<file path="config.mk">
export PLATFORM = sky130hd
export DESIGN_NAME = mptx_top
export DESIGN_NICKNAME = d
export VERILOG_FILES = /design/src/rtl/mptx_pkg.sv /design/src/rtl/mptx_hostreg.sv /design/src/rtl/mptx_shifter.sv /design/src/rtl/mptx_top.sv
export SDC_FILE = /design/constraint.sdc
export NUM_CORES = 1
export LEC_CHECK = 0
export BUFFER_PORTS_ARGS = -buffer_cell sky130_fd_sc_hd__buf_2
export CAP_MARGIN = 20
export CORE_MARGIN = 5
export CORE_UTILIZATION = 55
export DETAILED_ROUTE_END_ITERATION = 8
export GPL_TIMING_DRIVEN = 0
export PLACE_DENSITY = 0.88
export SLEW_MARGIN = 25
export SYNTH_ARGS = -nofsm -noshare
export SYNTH_HDL_FRONTEND = slang
export SYNTH_SLANG_ARGS = --single-unit
export TNS_END_PERCENT = 100
</file>
<file path="constraint.sdc">
create_clock -name clk -period 2.07 [get_ports clk]
set_clock_uncertainty 0.1 [all_clocks]
set_input_delay 0.1035 -clock clk [delete_from_list [all_inputs] [get_ports clk]]
set_output_delay 0.1035 -clock clk [all_outputs]
set_load 0.05 [all_outputs]
</file>
<file path="src/rtl/mptx_pkg.sv">
package mptx_pkg;
  typedef enum logic [1:0] {
    SH_OFF   = 2'd0,
    SH_WARM  = 2'd1,
    SH_IDLE  = 2'd2,
    SH_SHIFT = 2'd3
  } sh_state_t;
endpackage

</file>
<file path="src/rtl/mptx_hostreg.sv">
module mptx_hostreg #(
  parameter int DATA_W = 8
) (
  input  logic              clk,
  input  logic              rst_n,
  input  logic              tx_en,
  input  logic              wr_stb,
  input  logic [DATA_W-1:0] wr_byte,
  input  logic              id_frame,
  input  logic              clr_empty,
  input  logic              load,
  input  logic              sh_idle,
  output logic [DATA_W-1:0] hold_byte,
  output logic              hold_tag,
  output logic              empty,
  output logic              tend,
  output logic              pending
);
  logic take_wr;
  logic take_clr;

  assign take_wr  = wr_stb && empty;
  assign take_clr = clr_empty && empty;
  assign pending  = !empty;

  // holding register: writable only while the empty flag is up
  always_ff @(posedge clk) begin
    if (!rst_n) begin
      hold_byte <= '0;
      hold_tag  <= 1'b0;
    end else if (take_wr) begin
      hold_byte <= wr_byte;
      hold_tag  <= id_frame;
    end
  end

  // empty / transmit-end flags
  always_ff @(posedge clk) begin
    if (!rst_n || !tx_en) begin
      empty <= 1'b1;
      tend  <= 1'b1;
    end else if (take_clr) begin
      empty <= 1'b0;
      tend  <= 1'b0;
    end else begin
      if (load) empty <= 1'b1;
      if (sh_idle && empty) tend <= 1'b1;
    end
  end
endmodule

</file>
<file path="src/rtl/mptx_shifter.sv">
module mptx_shifter
  import mptx_pkg::*;
#(
  parameter int DATA_W = 8
) (
  input  logic              clk,
  input  logic              rst_n,
  input  logic              tx_en,
  input  logic              baud_tick,
  input  logic              pending,
  input  logic [DATA_W-1:0] hold_byte,
  input  logic              hold_tag,
  output logic              load,
  output logic              sh_idle,
  output logic              warm,
  output logic              stop_phase,
  output logic              line
);
  localparam int FRAME_BITS = DATA_W + 3;
  localparam int CNT_W      = $clog2(FRAME_BITS);
  localparam logic [CNT_W-1:0] LAST = CNT_W'(FRAME_BITS - 1);

  sh_state_t             state;
  logic [CNT_W-1:0]      cnt;
  logic [FRAME_BITS-1:0] sr;
  logic                  boundary;

  // a frame boundary: idle tick, or the tick ending the last mark/stop bit
  assign boundary = baud_tick &&
                    ((state == SH_IDLE) ||
                     (((state == SH_WARM) || (state == SH_SHIFT)) && (cnt == LAST)));
  assign load       = tx_en && boundary && pending;
  assign sh_idle    = (state == SH_IDLE);
  assign warm       = (state == SH_WARM);
  assign stop_phase = (state == SH_SHIFT) && (cnt == LAST);
  assign line       = (state == SH_SHIFT) ? sr[0] : 1'b1;

  always_ff @(posedge clk) begin
    if (!rst_n || !tx_en) begin
      state <= SH_OFF;
      cnt   <= '0;
      sr    <= '1;
    end else begin
      unique case (state)
        SH_OFF: begin
          state <= SH_WARM;
          cnt   <= '0;
        end
        default: begin
          if (boundary) begin
            cnt <= '0;
            if (pending) begin
              sr    <= {1'b1, hold_tag, hold_byte, 1'b0};
              state <= SH_SHIFT;
            end else begin
              sr    <= '1;
              state <= SH_IDLE;
            end
          end else if (baud_tick && (state != SH_IDLE)) begin
            cnt <= cnt + 1'b1;
            if (state == SH_SHIFT) sr <= {1'b1, sr[FRAME_BITS-1:1]};
          end
        end
      endcase
    end
  end
endmodule

</file>
<file path="src/rtl/mptx_top.sv">
module mptx_top #(
  parameter int DATA_W = 8
) (
  input  logic              clk,
  input  logic              rst_n,
  input  logic              baud_tick,
  input  logic              tx_en,
  input  logic              port_level,
  input  logic              wr_stb,
  input  logic [DATA_W-1:0] wr_byte,
  input  logic              id_frame,
  input  logic              clr_empty,
  output logic              empty,
  output logic              tend,
  output logic              txd
);
  logic [DATA_W-1:0] hold_byte_w;
  logic              hold_tag_w;
  logic              pending_w;
  logic              load_w;
  logic              sh_idle_w;
  logic              warm_w;
  logic              stop_phase_w;
  logic              line_w;

  mptx_hostreg #(.DATA_W(DATA_W)) i_hostreg (
    .clk       (clk),
    .rst_n     (rst_n),
    .tx_en     (tx_en),
    .wr_stb    (wr_stb),
    .wr_byte   (wr_byte),
    .id_frame  (id_frame),
    .clr_empty (clr_empty),
    .load      (load_w),
    .sh_idle   (sh_idle_w),
    .hold_byte (hold_byte_w),
    .hold_tag  (hold_tag_w),
    .empty     (empty),
    .tend      (tend),
    .pending   (pending_w)
  );

  mptx_shifter #(.DATA_W(DATA_W)) i_shifter (
    .clk        (clk),
    .rst_n      (rst_n),
    .tx_en      (tx_en),
    .baud_tick  (baud_tick),
    .pending    (pending_w),
    .hold_byte  (hold_byte_w),
    .hold_tag   (hold_tag_w),
    .load       (load_w),
    .sh_idle    (sh_idle_w),
    .warm       (warm_w),
    .stop_phase (stop_phase_w),
    .line       (line_w)
  );

  // disabled: the pin falls back to the port level (break when 0)
  assign txd = tx_en ? line_w : port_level;
endmodule

</file>
======== After elaboration in Yosys (flattened, before gate mapping) ========
Index checks and enable logic that the tools add are counted.
word-level totals
  output and inout port bits .............. 3
  register bits after elaboration ......... 28
  input bits .............................. 16
  word-level logic and storage cells ...... 51
operators by class
  equal/unequal tests ..................... 5
  add/sub/neg operators ................... 1
  reductions and logical operators ........ 23
  muxes and demuxes ....................... 13
  bitwise gates (word level) .............. 1
operators by type and width
  cell                                                                    count
  11-bit 2-to-1 mux                                                       3
  10-bit 2-to-1 mux                                                       1
  2-bit nonzero test                                                      5
  1-bit 2-to-1 mux                                                        9
  1-bit logical AND                                                       8
  4-bit by 1-bit adder with 4-bit output (second input constant)          1
  2-bit equality test (second input constant)                             2
  4-bit equality test (second input constant)                             1
  1-bit logical NOT                                                       3
  1-bit logical OR                                                        3
  3-bit AND reduction                                                     1
  3-bit OR reduction                                                      1
  2-bit by 1-bit equality test with 1-bit output (second input constant)  1
  2-bit logical NOT                                                       1
  2-bit != test (second input constant)                                   1
  2-bit OR reduction                                                      1
  1-bit NOT                                                               1

======== Longest topological paths before layout ========
Gate-level depths: netlist of the first run.
  depth in word-level cells ............... 9
  mapped depth ............................ 6
  depth with buffers taken out ............ 5

======== By module ========
A second synthesis of the first run with hierarchy kept.
second synthesis, totals
  cell total of the unflattened synthesis .. 139
  area, all modules ....................... 1280.0 µm²
by module, submodules not included
  module        instances  sequential area each (µm²)  cells each  area an instance (µm²)
  mptx_shifter  1          320.3                       90          794.5
  mptx_hostreg  1          220.2                       48          470.5
  mptx_top      1          0.0                         1           15.0

======== Worst setup path before layout of the first run ========
OpenSTA, ideal clock, no wires.
  kind .................................... register to register
  from .................................... register i_hostreg.empty
  to ...................................... register i_hostreg.hold_byte[0]
  path buffers ............................ 2
  arrival ................................. 1503 ps
  setup time .............................. 123 ps
  required time ........................... 1847 ps
  cell stages (with the launch flop) ...... 6
  path slack .............................. 345 ps
  path through ............................ dfxtp_1 -> clkbuf_1 -> clkbuf_1 -> nand2_1 -> nand2_1 -> a21boi_0
on the way
  cells in the longest elaborated chain, start to end .. 1
ends and longest elaborated chain
  element                   RTL line            RTL
  start: declaration        mptx_hostreg.sv:15  output logic empty,
  start signal: assignment  mptx_hostreg.sv:40  empty <= 1'b1;
  start signal: assignment  mptx_hostreg.sv:43  empty <= 1'b0;
  start signal: assignment  mptx_hostreg.sv:46  if (load) empty <= 1'b1;
  1-bit logical AND         mptx_hostreg.sv:22  assign take_wr = wr_stb && empty;
  end signal: assignment    mptx_hostreg.sv:32  hold_byte <= wr_byte;
  end: declaration          mptx_hostreg.sv:13  output logic [DATA_W-1:0] hold_byte,
No other way between the ends.
A chain may end at the register's enable or synchronous reset.

======== Worst setup path in the final report of the first run ========
  from .................................... register i_shifter.state[0]
  to ...................................... output port txd
on the way
  cells in the longest elaborated chain, start to end .. 3
ends and longest elaborated chain
  element                   RTL line            RTL
  start: declaration        mptx_shifter.sv:23  sh_state_t state;
  start signal: assignment  mptx_shifter.sv:40  state <= SH_OFF;
  start signal: assignment  mptx_shifter.sv:46  state <= SH_WARM;
  start signal: assignment  mptx_shifter.sv:54  state <= SH_SHIFT;
  2-bit equality test       mptx_shifter.sv:36  assign line = (state == SH_SHIFT) ? sr[0] : 1'b1;
  1-bit 2-to-1 mux          mptx_shifter.sv:36
  1-bit 2-to-1 mux          mptx_top.sv:59      assign txd = tx_en ? line_w : port_level;
  end: declaration          mptx_top.sv:15      output logic txd
No other way between the ends.

==> impl_metrics.toml, run 1 <==
[yosys]
syn_avg_cell_area_sq_um = 8.26
synth-warning-count = 0
synth_fa_ha_area_frac = 0.0189
synth_compound_area_frac = 0.300
synth-simple-area-share = 0.202
async_flop_share = 0
yosysSeqAreaShare = 0.409
synth_top_area_frac = 0.409
synth_area_leaders = "dfxtp_1 (41%), a31oi_1 (8.0%), o2111a_1 (6.8%), nand2_1 (5.4%), a21boi_0 (5.1%)"
synth_area_sq_um = 1320
syn_nets = 178
yosys-mux-area-fraction = 0.00758
synth_edf_count = 0
synth_top_area_cell = "dfxtp_1"
ys_ff_latch = 27
synth_top_family_by_area = "compound AO/OA/AOI/OAI gates"
synth-main-ff-cell = "dfxtp_1"
yosys.area_share.xor_xnor = 0
synthCells = 160
yosysUniqueCellTypes = 31

[worst_setup_path]
critPathRequiredTime_ns = 1.87
r2r-end = "i_hostreg.hold_byte[6]"
rr_startpoint = "i_hostreg.empty"
crit_type = "reg2out"
ff2ff_setup_slack_ns = 0.25
cp-end-kind = "output port"
path_max_fanout = 10
reg2reg_depth = 5
worstPathArrival_ns = 1.64
crit_path_start_kind = "flip-flop"

[cts]
cts_root_buffer = "clkbuf_4"
cts.reportedPaths.clkPinSlew_ns = 0.16
cts_tree = "yes"
clkLatencyLatePin_ns = 0.34
cts_buffer_depth = 2
clock-sinks = 27
htreeDepth = 1
cts_inserted_buffers = 3
post_cts_resized = 0

[die]
die-height_microns = 59.0
dieWidth_microns = 59.0
dieArea_sq_um = 3480
fp.coreArea_sq_um = 2250
row_count = 17
start_util = 0.586
pin_count = 19

[pwr]
p_leak_nw = 0.720
power-per-cell-area_nw_per_um2 = 572
finalPower_w = 0.000901
p_comb_frac = 0.130
swShare = 0.273
peakVddDrop_mv = 0.401
p_sw_w = 0.000246
pwr-share-seq = 0.602
pwr-share-clk = 0.268
p_int_w = 0.000655

[final_layout]
num_antenna_cells = 0
most-common-layout-cells = "dfxtp_1 (27), buf_2 (19), nand2_1 (19)"
final_common_cell = "dfxtp_1"
fin_area_sq_um = 1580
syn2layout_area_growth_pct = 19.3
num-nets-final = 210
layout-drive-gt1-share = 0.141

[sta]
fin_crit_ns = 1.84
setup_tns_ns = 0
finalCritPeriodShare = 0.890
relSlewSlack = 0.590
clock.fmax_mhz = 543
tightest_slew_ns = 0.611
setup_viol = 0
maxSlewViolCount = 0
rsz0062_at_grt = "false"
whs_ns = 0.0981
finalHoldViolations = 0

[detailed_routing]
via_per_inst = 6.31
first_pass_iters = 6
drc = 0
num_vias = 1382
drtAntennaViolNets = 0
drt_iter0_markers = 68
wl_mm = 3.54
wl_per_cell_microns = 16.2

[run_status]
outcome = "finished, final reports clean"

[min_path]
hold_path_depth = 3
min_to = "i_hostreg.hold_byte[4]"
hold_path_class = "in2reg"
hold_path_startpoint = "wr_stb"

[placed_design]
port_buffers = 16
dp_hpwl_mm = 2.40
placedInstanceArea_sq_um = 1440
place_congestion = 0.815

[global_routing]
grt_pass1_wl_mm = 6.05
grt_pass1_vias = 1340
grtUsageMet2 = 0.369
top_usage_layer = "met2"
grtUsageMet3 = 0.0545
overflow = 0
grt_max_degree = 17
use_met1 = 0.284
track_usage = 0.226
antenna_found_initial = 0

[run]
drv_cap = 0
## per-stage QoR
step,setup slack [ns],utilization,instances
after floorplan,0.345,-,160
after global placement,0.362,0.637,204
after detailed placement,0.301,0.637,204
after CTS,0.246,0.699,219
after global routing,0.0720,0.699,219
final,0.228,0.699,219
## layer usage
metal	wire (microns)	share of wire	vias to the layer above
li1	-	-	656
met1	1470	0.42	642
met2	1680	0.48	69
met3	257	0.073	15
met4	124	0.035	0
met5	0	0	-
## synth_stat cells, types with 3 or more instances
library cell	count
nand2_1	19
a31oi_1	17
a21oi_1	6
dfxtp_1	27
and2_1	4
clkbuf_1	10
inv_1	4
buf_2	3
o21ai_0	6
o2111a_1	8
nor2_1	13
a21boi_0	9
nand3_1	12
## cell type report
class,count,area (sq um)
buffer,14,63.8
timing repair buffer,27,190
tap,28,35.0
clock buffer,3,22.5
fill,174,678
multi-input combinational,114,698
sequential,27,541
clock inverter,1,7.51
inverter,5,18.8
## power groups by stage
stage,Clock (W),Sequential (W),Combinational (W)
after floorplan,0,0.000557,0.0000587
after global placement,0,0.000553,0.0000911
after detailed placement,0,0.000553,0.0000971
after CTS,0.000246,0.000542,0.000114
after global routing,0.000271,0.000544,0.000129
final,0.000242,0.000542,0.000117
## critical path, cell delays in order, from the launching register on
cell	delay [ns]
dfxtp_1	0.44
and2_1	0.16
clkbuf_1	0.34
a31oi_1	0.14
buf_2	0.23
## cells by family after synthesis
logic type                 count (synthesis)
muxes                                      1
adders and majority gates                  2
AOI/OAI and AO/OA                         55
DFF                                       27
and+or+nand+nor                           56
buffers and inverters                     19
## registers in the layout, summed over array words and instances, names as in the netlist
signal               flops
i_hostreg.tend           1
i_shifter.state          2
i_shifter.cnt            4
i_hostreg.hold_byte      8
i_shifter.sr            10
i_hostreg.hold_tag       1
i_hostreg.empty          1
## what timing repair did
item | CTS | global route
setup buffers | 0 | 0
setup endpoints to repair | 0 | 0
hold buffers | 11 | 0
endpoints found under the hold margin | 12 | 0
## worst max-delay path by stage
stage,start,end
floorplan,i_hostreg.empty,i_hostreg.hold_byte[0]
global placement,i_shifter.cnt[0],i_shifter.sr[6]
detailed placement,i_shifter.cnt[0],i_shifter.sr[4]
CTS,i_shifter.state[0],txd
global route,i_shifter.state[0],txd
finish,i_shifter.state[0],txd
No activity file was read; power rests on OpenSTA's default activity.
==> inputs of run 2 (changes only) <==
Settings changed: BUFFER_PORTS_ARGS -buffer_cell sky130_fd_sc_hd__buf_2 to -buffer_cell sky130_fd_sc_hd__buf_4, CORE_MARGIN 5 to 1.
==> impl_metrics.toml, run 2 (same netlist as run 1, synthesis figures left out) <==
[final_layout]
most-common-layout-cells = "dfxtp_1 (27), nand2_1 (19), a31oi_1 (17)"
layout-drive-gt1-share = 0.141
fill_cells = 176
final_common_cell = "dfxtp_1"
num_antenna_cells = 0
multi_input_area_sq_um = 698
ff_latch_area_sq_um = 541
num-nets-final = 210
syn2layout_area_growth_pct = 22.3
largest_reg_flops = 10
top_regs = "i_shifter.sr x10, i_hostreg.hold_byte x8, i_shifter.cnt x4"
largest_register = "i_shifter.sr"

[cts]
post_cts_resized = 0
cts.reportedPaths.clkPinSlew_ns = 0.16
cts_tree = "yes"
clock-sinks = 27
clkLatencyLatePin_ns = 0.35
cts_root_buffer = "clkbuf_4"
cts_inserted_buffers = 3
htreeDepth = 1
cts_buffer_depth = 2

[sta]
maxSlewViolCount = 0
clock.fmax_mhz = 533
setup_viol = 0
rsz0062_at_grt = "false"
setup_tns_ns = 0
tightest_slew_ns = 0.661
fin_crit_ns = 1.88
whs_ns = 0.0820
relSlewSlack = 0.556
finalHoldViolations = 0
finalCritPeriodShare = 0.907

[worst_setup_path]
cp-end-kind = "flip-flop"
ff2ff_setup_slack_ns = 0.19
critPathRequiredTime_ns = 2.17
crit_start = "i_shifter.cnt[0]"
worstPathArrival_ns = 1.98
crit_type = "reg2reg"
path_max_fanout = 9
crit_path_start_kind = "flip-flop"
critPathCapture = "i_shifter.sr[7]"
r2r-end = "i_shifter.sr[7]"
rr_startpoint = "i_shifter.cnt[0]"
reg2reg_depth = 5

[placed_design]
place_congestion = 0.839
dp_hpwl_mm = 2.24
port_buffers = 16

[global_routing]
antenna_found_initial = 0
grt_pass1_wl_mm = 5.85
track_usage = 0.308
grt_max_degree = 17
overflow = 0
grt_pass1_vias = 1203

[die]
dieWidth_microns = 51.0
dieArea_sq_um = 2600
start_util = 0.592
pin_count = 19
die-height_microns = 51.0
fp.coreArea_sq_um = 2230
row_count = 17

[pwr]
finalPower_w = 0.000914
power-per-cell-area_nw_per_um2 = 566
p_leak_nw = 0.736
peakVddDrop_mv = 0.502

[detailed_routing]
wl_per_cell_microns = 16.4
wl_mm = 3.60
drc = 0
via_per_inst = 6.25
first_pass_iters = 5
drt_iter0_markers = 66
drtAntennaViolNets = 0
num_vias = 1369

[min_path]
hold_path_class = "in2reg"

[run_status]
outcome = "finished, final reports clean"

[run]
drv_cap = 0
-- run 2: worst max-delay path, stage by stage (launching register included) --
cell	delay [ns]
dfxtp_1	0.43
inv_1	0.08
ha_1	0.21
and4b_1	0.20
o21ai_1	0.53
a31oi_1	0.18
-- run 2: metrics by stage --
stage / instance area [sq um] / worst slack (ns) / utilization / cells
floorplan: 1320 / 0.345 / - / 160
detailed placement: 1480 / 0.306 / 0.661 / 204
global placement: 1480 / 0.348 / 0.661 / 204
global route: 1620 / 0.0895 / 0.724 / 219
CTS: 1620 / 0.248 / 0.724 / 219
finish: 1620 / 0.192 / 0.724 / 219
-- run 2: area by class of cell --
| type | instances | area share |
|---|---|---|
| clock inverter | 1 | 0.00464 |
| buffer | 14 | 0.0395 |
| multi-input combinational | 114 | 0.432 |
| tap | 28 | 0.0217 |
| inverter | 5 | 0.0116 |
| timing repair buffer | 27 | 0.142 |
| sequential | 27 | 0.334 |
| clock buffer | 3 | 0.0139 |
-- run 2: what timing repair did --
action                                 4_1_cts  5_1_grt
endpoints found under the hold margin       12        0
setup buffers                                0        0
hold buffers                                11        0
-- run 2: how the worst min path moves through the flow --
stage | from | cells after the start | end
finish | wr_stb | 3 | i_hostreg.hold_byte[6]
global route | wr_stb | 3 | i_hostreg.hold_byte[6]
global placement | wr_byte[4] | 3 | i_hostreg.hold_byte[4]
detailed placement | id_frame | 3 | i_hostreg.hold_tag
floorplan | wr_byte[0] | 2 | i_hostreg.hold_byte[0]
CTS | wr_stb | 3 | i_hostreg.hold_byte[6]
-- run 2: per-layer routing --
layer	routed length, microns	global-route usage
met1	1500	0.407
met2	1700	0.485
met3	295	0.0625
met4	99	0.130
met5	0	0
-- run 2: power by group --
group	total, W	internal, W	switching (W)
sequential	0.000543	0.000534	0.00000919
clock	0.000246	0.0000744	0.000171
combinational	0.000126	0.0000559	0.0000699
